`src/rtl/wdog_sel_pkg.sv`:
```
// Package: shared select-code type for the watchdog.
// Assumes: the code is two bits wide and code 2'b11 means off.
package wdog_sel_pkg;

    typedef enum logic [1:0] {
        SEL_LONG  = 2'b00,
        SEL_MID   = 2'b01,
        SEL_SHORT = 2'b10,
        SEL_OFF   = 2'b11
    } wd_sel_e;

endpackage

```
`src/rtl/wdog_sel_cfg.sv`:
```
// Module: holds the pending and active select codes.
// Assumes: a commit copies the pending value held before the edge, and reset
// returns both registers to the off code.
module wdog_sel_cfg
    import wdog_sel_pkg::*;
(
    input  logic       clk_i,
    input  logic       rst_n_i,
    input  logic       sel_wr_i,
    input  logic [1:0] sel_wdata_i,
    input  logic       cmd_done_i,
    output logic [1:0] pend_sel_o,
    output logic [1:0] act_sel_o
);

    wd_sel_e pend_q;
    wd_sel_e act_q;

    // Capture a newly staged code on the write strobe.
    always_ff @(posedge clk_i) begin
        if (!rst_n_i)      pend_q <= SEL_OFF;
        else if (sel_wr_i) pend_q <= wd_sel_e'(sel_wdata_i);
    end

    // Promote the staged code to the active copy at a command boundary.
    always_ff @(posedge clk_i) begin
        if (!rst_n_i)        act_q <= SEL_OFF;
        else if (cmd_done_i) act_q <= pend_q;
    end

    assign pend_sel_o = pend_q;
    assign act_sel_o  = act_q;

endmodule

```
`src/rtl/wdog_limit_sel.sv`:
```
// Module: maps the active select code to a timeout length and an enable flag.
// Assumes: all three lengths are at least 1 and fit in CNT_W bits.
module wdog_limit_sel
    import wdog_sel_pkg::*;
#(
    parameter int TICKS_LONG  = 700,
    parameter int TICKS_MID   = 300,
    parameter int TICKS_SHORT = 100,
    parameter int CNT_W       = 10
) (
    input  logic [1:0]       sel_i,
    output logic [CNT_W-1:0] limit_o,
    output logic             enabled_o
);

    // Decode the select code into a tick count.
    always_comb begin
        enabled_o = 1'b1;
        unique case (wd_sel_e'(sel_i))
            SEL_LONG:  limit_o = CNT_W'(TICKS_LONG);
            SEL_MID:   limit_o = CNT_W'(TICKS_MID);
            SEL_SHORT: limit_o = CNT_W'(TICKS_SHORT);
            default: begin
                limit_o   = CNT_W'(TICKS_LONG);
                enabled_o = 1'b0;
            end
        endcase
    end

endmodule

```
`src/rtl/wdog_period_cnt.sv`:
```
// Module: counts ticks towards the limit and produces the reset pulse.
// Assumes: the limit is at least 1 and PULSE_LEN is at least 1. Priority is
// disable or select change, then pulse in progress, then kick, then count.
module wdog_period_cnt
    import wdog_sel_pkg::*;
#(
    parameter int CNT_W     = 10,
    parameter int PULSE_LEN = 4
) (
    input  logic             clk_i,
    input  logic             rst_n_i,
    input  logic [1:0]       act_sel_i,
    input  logic [CNT_W-1:0] limit_i,
    input  logic             enabled_i,
    input  logic             kick_i,
    output logic             wd_rst_o
);

    localparam int PW = (PULSE_LEN > 1) ? $clog2(PULSE_LEN) : 1;
    localparam logic [PW-1:0] PULSE_LAST = PW'(PULSE_LEN - 1);

    logic [1:0]       seen_q;
    logic [CNT_W-1:0] cnt_q;
    logic [PW-1:0]    pcnt_q;
    logic             rst_q;
    logic             sel_moved;

    // Flag a select code that differs from the one last timed.
    assign sel_moved = (act_sel_i != seen_q);

    // Advance the period counter or the pulse counter.
    always_ff @(posedge clk_i) begin
        if (!rst_n_i) begin
            seen_q <= SEL_OFF;
            cnt_q  <= '0;
            pcnt_q <= '0;
            rst_q  <= 1'b0;
        end else begin
            seen_q <= act_sel_i;
            if (!enabled_i || sel_moved) begin
                cnt_q  <= '0;
                pcnt_q <= '0;
                rst_q  <= 1'b0;
            end else if (rst_q) begin
                if (pcnt_q == PULSE_LAST) begin
                    rst_q  <= 1'b0;
                    pcnt_q <= '0;
                    cnt_q  <= '0;
                end else begin
                    pcnt_q <= pcnt_q + 1'b1;
                end
            end else if (kick_i) begin
                cnt_q <= '0;
            end else if (cnt_q == limit_i - 1'b1) begin
                rst_q  <= 1'b1;
                cnt_q  <= '0;
                pcnt_q <= '0;
            end else begin
                cnt_q <= cnt_q + 1'b1;
            end
        end
    end

    assign wd_rst_o = rst_q;

endmodule

```
`src/rtl/wdog_sel_timer.sv`:
```
// Module: top level of the selectable-period watchdog.
// Assumes: all strobes are synchronous to clk_i and TICKS_LONG is the largest
// of the three lengths.
module wdog_sel_timer #(
    parameter int TICKS_LONG  = 700,
    parameter int TICKS_MID   = 300,
    parameter int TICKS_SHORT = 100,
    parameter int PULSE_LEN   = 4
) (
    input  logic       clk_i,
    input  logic       rst_n_i,
    input  logic       sel_wr_i,
    input  logic [1:0] sel_wdata_i,
    input  logic       cmd_done_i,
    input  logic       kick_i,
    output logic       wd_rst_o,
    output logic [1:0] sel_active_o
);

    localparam int CNT_W = $clog2(TICKS_LONG + 1);

    logic [1:0]       pend_sel;
    logic [1:0]       act_sel;
    logic [CNT_W-1:0] limit;
    logic             enabled;

    // Staged and active select registers.
    wdog_sel_cfg u_cfg (
        .clk_i      (clk_i),
        .rst_n_i    (rst_n_i),
        .sel_wr_i   (sel_wr_i),
        .sel_wdata_i(sel_wdata_i),
        .cmd_done_i (cmd_done_i),
        .pend_sel_o (pend_sel),
        .act_sel_o  (act_sel)
    );

    // Select-code decode.
    wdog_limit_sel #(
        .TICKS_LONG (TICKS_LONG),
        .TICKS_MID  (TICKS_MID),
        .TICKS_SHORT(TICKS_SHORT),
        .CNT_W      (CNT_W)
    ) u_limit (
        .sel_i    (act_sel),
        .limit_o  (limit),
        .enabled_o(enabled)
    );

    // Period and pulse counting.
    wdog_period_cnt #(
        .CNT_W    (CNT_W),
        .PULSE_LEN(PULSE_LEN)
    ) u_cnt (
        .clk_i    (clk_i),
        .rst_n_i  (rst_n_i),
        .act_sel_i(act_sel),
        .limit_i  (limit),
        .enabled_i(enabled),
        .kick_i   (kick_i),
        .wd_rst_o (wd_rst_o)
    );

    assign sel_active_o = act_sel;

endmodule

```
`config.mk`:
```
export PLATFORM = sky130hd
export DESIGN_NAME = wdog_sel_timer
export DESIGN_NICKNAME = d
export VERILOG_FILES = /design/src/rtl/wdog_sel_pkg.sv /design/src/rtl/wdog_sel_cfg.sv /design/src/rtl/wdog_limit_sel.sv /design/src/rtl/wdog_period_cnt.sv /design/src/rtl/wdog_sel_timer.sv
export SDC_FILE = /design/constraint.sdc
export NUM_CORES = 1
export LEC_CHECK = 0
export ABC_AREA = 1
export BUFFER_PORTS_ARGS = -buffer_cell sky130_fd_sc_hd__buf_2
export CAP_MARGIN = 0
export CORE_MARGIN = 2
export CORE_UTILIZATION = 40
export DETAILED_ROUTE_END_ITERATION = 8
export PLACE_DENSITY = 0.65
export SLEW_MARGIN = 10
export SYNTH_ARGS = -nofsm -noshare
export SYNTH_HDL_FRONTEND = slang
export SYNTH_HIERARCHICAL = 1
export SYNTH_SLANG_ARGS = --single-unit
```
`constraint.sdc`:
```
create_clock -name clk_i -period 3.05 [get_ports clk_i]
set_input_delay 0.1525 -clock clk_i [delete_from_list [all_inputs] [get_ports clk_i]]
set_output_delay 0.1525 -clock clk_i [all_outputs]
set_load 0.02 [all_outputs]
```
==> results of run 1 <==
## state kept, by name, indices dropped and copies added, names as in the netlist
signal / flops
u_cnt/cnt_q: 10
u_cnt/pcnt_q: 2
u_cnt/seen_q: 2
u_cfg/pend_sel_o: 2
u_cfg/act_sel_o: 2
u_cnt/wd_rst_o: 1
## path summary, 6_finish.rpt
| path | end | slack [ps] | from | cells after the start |
|---|---|---|---|---|
| setup / recovery | u_cnt/cnt_q[0] | 1130 | u_cfg/act_sel_o[0] | 9 |
| hold / removal | u_cfg/pend_sel_o[1] | 60 | sel_wdata_i[1] | 3 |
| setup reg to reg | u_cnt/cnt_q[0] | 1130 | u_cfg/act_sel_o[0] | 9 |
| hold reg to reg | u_cfg/pend_sel_o[1] | 470 | u_cfg/pend_sel_o[1] | 2 |
## cells in the final DEF, fill, tap and decap left out, types with 3 or more instances in the layout
| cell | n |
|---|---|
| inv_1 | 22 |
| nor2_2 | 3 |
| nand2_2 | 3 |
| nand3_2 | 3 |
| nand3b_1 | 7 |
| buf_2 | 9 |
| dfxtp_1 | 19 |
| ha_1 | 7 |
| clkbuf_4 | 3 |
| xnor2_1 | 8 |
| inv_2 | 3 |
| nor2_1 | 16 |
| conb_1 | 4 |
| a21oi_1 | 13 |
| xor2_1 | 8 |
| nand2_1 | 47 |
| nand3_1 | 15 |
## final cells by class
class	count	area [sq um]	share of cell area, %
Tap cell	46	57.6	3.92
Clock inverter	1	5.00	0.341
Clock buffer	3	22.5	1.53
Inverter	25	93.8	6.39
Sequential cell	19	380	25.9
Multi-Input combinational cell	150	857	58.3
Timing Repair Buffer	10	52.6	3.58
## where the power goes
group	leakage (nW)	total (mW)	internal [mW]	switching (mW)
sequential	0.154	0.259	0.253	0.00561
combinational	0.484	0.0853	0.0325	0.0528
clock	0.0177	0.122	0.0487	0.0736
total	0.656	0.467	0.335	0.132
## routing by layer
layer,track usage [%],share of wire (%),vias up,wire (microns)
met5,0,0,-,0
met4,5.00,0.68,0,17
met3,1.08,1.8,2,45
met2,23.1,45,13,1120
met1,18.4,52,514,1300
li1,-,-,642,-
## worst max-delay path: cells and delay by family (launching register included)
family                   cells  cell delay [ps]
AND/OR/NAND/NOR              4              380
flip-flops                   1              430
AO/OA/AOI/OAI                1              140
adder cells (fa/ha/maj)      1              410
XOR/XNOR                     2              370
buffers and inverters        1               90
## logic make-up (layout without fill, tap and decap cells)
family	after synthesis	count (layout)	synth area share (%)
and+or+nand+nor	103	103	36.7
buffers and inverters	32	39	10.4
AOI/OAI and AO/OA	20	20	8.02
DFF	19	19	27.7
xor gates and xnor gates	16	16	10.2
adders and majority gates	7	7	6.38
other	2	4	0.547
==> flow_summary.json, run 1 <==
{
  "status": "finished clean",
  "relSlewSlack_pct": 53.8,
  "layout-drive-gt1-share_pct": 14.4,
  "cts_setup_buffers": 0,
  "pin_count": 10,
  "dp_hpwl_microns": 1990,
  "drtAntennaViolNets": 0,
  "yosysWarnings": 6,
  "maxCapViolCount": 0,
  "setup_tns_ps": 0,
  "fin_util_pct": 44.4,
  "antenna_found_initial": 0,
  "ys.flop_type": "dfxtp_1",
  "worst_ep_required_time_ps": 3240,
  "clkSinkCount": 19,
  "firstDrtPassIters": 4,
  "gp_congestion": 0.774,
  "port-buffer-count": 9,
  "cp_slowest_cell": "dfxtp_1",
  "synth_area_leader_cell": "dfxtp_1",
  "synthToLayoutAreaGrowth_pct": 7.02,
  "groute.usage.overall_pct": 13.7,
  "dpl.cell_count": 250,
  "drt-wirelength-per-cell_microns": 9.79,
  "fin_crit_sh_pct": 63.1,
  "maxClockFrequency_mhz": 520,
  "yosysMostFrequentCell": "nand2_1",
  "die_area_sq_mm": 0.00392,
  "yosys-top-cells-count": "nand2_1, inv_1, dfxtp_1",
  "ys_types": 30,
  "start_util_pct": 41.5,
  "synthArstFlopShare_pct": 0,
  "fin_hold_ws_ps": 56.3,
  "slowest_delay_ps": 430,
  "period_minus_slack_ps": 1920,
  "grt_pass1_vias": 1027,
  "post-route-drc-count": 0,
  "crit_fanout": 10,
  "stdcell_count": 254,
  "seq_area_frac_synth_pct": 27.7,
  "rsz0062_at_grt": "no",
  "avgSynthCellArea_sq_um": 6.90,
  "fillers": 379,
  "drtIter0Drc": 28,
  "ys_ff_latch": 19,
  "setup_slack_ps": 1130,
  "clock_skew_ps": 4.27,
  "diodes": 0,
  "final_hold_viol_count": 0,
  "path_cells": "inv_1, ha_1, xnor2_1, xor2_1, nand2_1, nor2_4, nand2_4, a21oi_1, nor2_1",
  "syn_inst": 199,
  "routed_wl_microns": 2490,
  "hp-class": "input pin to flop",
  "cellPowerDensity_mw_per_mm2": 318,
  "cp-end-kind": "flop",
  "p_total_mw": 0.467,
  "slew_violations": 0,
  "core_area_sq_mm": 0.00331,
  "row_count": 21,
  "start_kind": "flop",
  "nets": 223,
  "worstMarginPinSlew_ps": 691,
  "die_h_microns": 62.6,
  "grt_first_pass_wirelength_microns": 4460,
  "cts_buffer_depth": 2,
  "critPathArrivalTime_ps": 2120,
  "fin_area_sq_mm": 0.00147,
  "htreeDepth": 1,
  "vias": 1171,
  "ctsHoldBuffers": 0,
  "numCtsBuffers": 3,
  "worstSetupPathType": "flop to flop",
  "ir_worst_vdd_uv": 231,
  "viasPerCell": 4.61,
  "synth_edf_count": 0,
  "clockRootBuffer": "clkbuf_4",
  "cts_resized": 0,
  "place_area_sq_mm": 0.00144,
  "post-place-ws_ps": 1150,
  "die_x_microns": 62.6,
  "syn-cell-area_sq_mm": 0.00137,
  "synth_top_area_share_pct": 27.7,
  "cts_tree": "done",
  "grt_overflow": 0,
  "clk_latency_ps": 290,
  "clkTransAtPathRegs_ps": 100,
  "synth_top_cells_by_area": "dfxtp_1, nand2_1, ha_1",
  "grt_max_degree": 12,
  "leakagePower_nw": 0.656,
  "setup_viol": 0
}
Power figures use the tool's default switching activity.
==> run 2: changes to the inputs <==
--- a/config.mk
+++ b/config.mk
@@ -11,7 +11,7 @@
 export CORE_MARGIN = 2
 export CORE_UTILIZATION = 40
 export DETAILED_ROUTE_END_ITERATION = 8
-export PLACE_DENSITY = 0.65
+export PLACE_DENSITY = 0.67
 export SLEW_MARGIN = 10
 export SYNTH_ARGS = -nofsm -noshare
 export SYNTH_HDL_FRONTEND = slang
==> constraint.sdc (replaced) <==
create_clock -name clk_i -period 1.56 [get_ports clk_i]
set_input_delay 0.078 -clock clk_i [delete_from_list [all_inputs] [get_ports clk_i]]
set_output_delay 0.078 -clock clk_i [all_outputs]
set_load 0.02 [all_outputs]
==> run 2 against run 1 <==
  * The run now ends with setup timing left
  * Largest power group unchanged
  * Total power increased by 110%
  * Clock skew increased by 5.4 ps
  * Combinational power increased to 2.6 times the previous value
  * Clock power increased by 110%
  * Critical endpoint is now u_cnt/wd_rst_o
  * First-iteration DRC count increased by 61%
  * Design area increased by 12%
  * Core utilization increased by 5.4 points
==> flow_summary.json, run 2 (synthesized netlist as in run 1, its figures left out) <==
{
  "p_sw_mw": 0.281,
  "r2r_start": "u_cfg/act_sel_o[0]",
  "critPathArrivalTime_ps": 1900,
  "cts_tree": "done",
  "routed-wl-met3_microns": 56,
  "cp_slowest_cell": "dfxtp_4",
  "core_area_sq_mm": 0.00331,
  "fin_hold_ws_ps": 14.7,
  "r2r_setup_slack_ps": -90,
  "violations": "setup timing",
  "setup_viol": 13,
  "antenna_found_initial": 0,
  "wl_met1_microns": 1370,
  "multi_input_area_sq_um": 900,
  "die_area_sq_mm": 0.00392,
  "dp_hpwl_microns": 2020,
  "cts_buffer_depth": 2,
  "worstSetupPathType": "flop to flop",
  "drt-wirelength-per-cell_microns": 9.66,
  "r2r_end": "u_cnt/wd_rst_o",
  "grt_max_degree": 11,
  "diodes": 0,
  "cp-startpoint": "u_cfg/act_sel_o[0]",
  "intPower_mw": 0.695,
  "clk_latency_ps": 300,
  "maxCapViolCount": 0,
  "fin_crit_sh_pct": 105,
  "numCtsBuffers": 3,
  "cellPowerDensity_mw_per_mm2": 592,
  "fin_area_sq_mm": 0.00165,
  "cts_setup_buffers": 0,
  "grt_overflow": 0,
  "grt_first_pass_wirelength_microns": 4400,
  "clockRootBuffer": "clkbuf_4",
  "clkTransAtPathRegs_ps": 110,
  "gp_congestion": 0.801,
  "cp-end-kind": "flop",
  "hp-class": "input pin to flop",
  "maxClockFrequency_mhz": 608,
  "ff2ff_path_depth": 9,
  "power_frac_seq_pct": 51.6,
  "start_util_pct": 41.5,
  "pin_count": 10,
  "groute.usage.overall_pct": 13.9,
  "routed_wl_microns": 2610,
  "port-buffer-count": 9,
  "clkSinkCount": 19,
  "die_h_microns": 62.6,
  "crit_fanout": 4,
  "grt_pass1_vias": 1025,
  "regArea_sq_um": 388,
  "vias": 1224,
  "status": "finished with violations",
  "stdcell_count": 270,
  "leakagePower_nw": 0.733,
  "ir_worst_vdd_uv": 629,
  "crit_family": "simple AND/OR/NAND/NOR gates",
  "clock_skew_ps": 9.66,
  "clock_power_share_pct": 25.8,
  "slowest_delay_ps": 380,
  "period_minus_slack_ps": 1650,
  "post-route-drc-count": 0,
  "cp.depth": 9,
  "final_hold_viol_count": 0,
  "largest_register": "u_cnt/cnt_q",
  "worst_ep_required_time_ps": 1820,
  "rsz0062_at_grt": "yes",
  "die_x_microns": 62.6,
  "fillers": 350,
  "row_count": 21,
  "p_sw_share_pct": 28.8,
  "crit_buf_inv": 1,
  "nets": 239,
  "wl_met2_microns": 1140,
  "mostFrequentLayoutCell": "nand2_1",
  "start_kind": "flop",
  "drtAntennaViolNets": 0,
  "layout-drive-gt1-share_pct": 25.9,
  "viasPerCell": 4.53,
  "fin_util_pct": 49.8,
  "slew_violations": 0,
  "final_cell_mix": "nand2_1, inv_1, dfxtp_1",
  "route.top_layer_used": "met4",
  "setup_slack_ps": -85.2,
  "path_cells": "inv_4, ha_4, xnor2_2, xor2_1, nand2_1, nor2_4, nand3_2, nand2_2, and3_4",
  "largest_reg_flops": 10,
  "combPwrFrac_pct": 22.6,
  "firstDrtPassIters": 4,
  "place_area_sq_mm": 0.00158,
  "post-place-ws_ps": -75.3,
  "synthToLayoutAreaGrowth_pct": 20.1,
  "htreeDepth": 1,
  "crit_path_end": "u_cnt/wd_rst_o",
  "drtIter0Drc": 45,
  "dpl.cell_count": 264
}
[run 2: how the worst min path moves through the flow]
stage	startpoint	to	slack, ps	depth (start not counted)
floorplan	rst_n_i	u_cnt/seen_q[1]	150	1
global placement	sel_wdata_i[1]	u_cfg/pend_sel_o[1]	290	3
detailed placement	sel_wdata_i[1]	u_cfg/pend_sel_o[1]	290	3
CTS	sel_wr_i	u_cfg/pend_sel_o[0]	7	3
global route	sel_wr_i	u_cfg/pend_sel_o[0]	20	3
finish	rst_n_i	u_cnt/seen_q[1]	10	2
[run 2: metrics by stage]
step                      TNS (ps)  power [mW]
after floorplan              -1280       0.674
after global placement        -431       0.717
after detailed placement      -804       0.718
after CTS                     -530       0.972
after global routing         -2000        1.03
final                         -565       0.976
[run 2: metal layers]
layer | GRT usage (%) | vias to the layer above
li1 | - | 674
met1 | 19.5 | 537
met2 | 21.5 | 9
met3 | 1.08 | 4
met4 | 6.67 | 0
met5 | 0 | -
[run 2: power by group through the flow]
stage	combinational [mW]	clock (mW)	sequential [mW]
final	0.221	0.252	0.504
after global routing	0.247	0.272	0.506
after CTS	0.212	0.256	0.504
after detailed placement	0.203	0	0.515
after global placement	0.202	0	0.514
after floorplan	0.154	0	0.521
[run 2: cell type report]
| class | count | share of cell area (%) |
|---|---|---|
| Multi-Input combinational cell | 150 | 54.6 |
| Sequential cell | 19 | 23.5 |
| Timing Repair Buffer | 26 | 11.0 |
| Inverter | 25 | 5.84 |
| Tap cell | 46 | 3.49 |
| Clock buffer | 4 | 1.59 |
[run 2: repair_timing]
item,CTS,global route
gates resized for setup,3,7
hold buffers,2,0
pin swaps,7,4
setup endpoints to repair,13,13
endpoints found under the hold margin,2,0
gates cloned,0,0
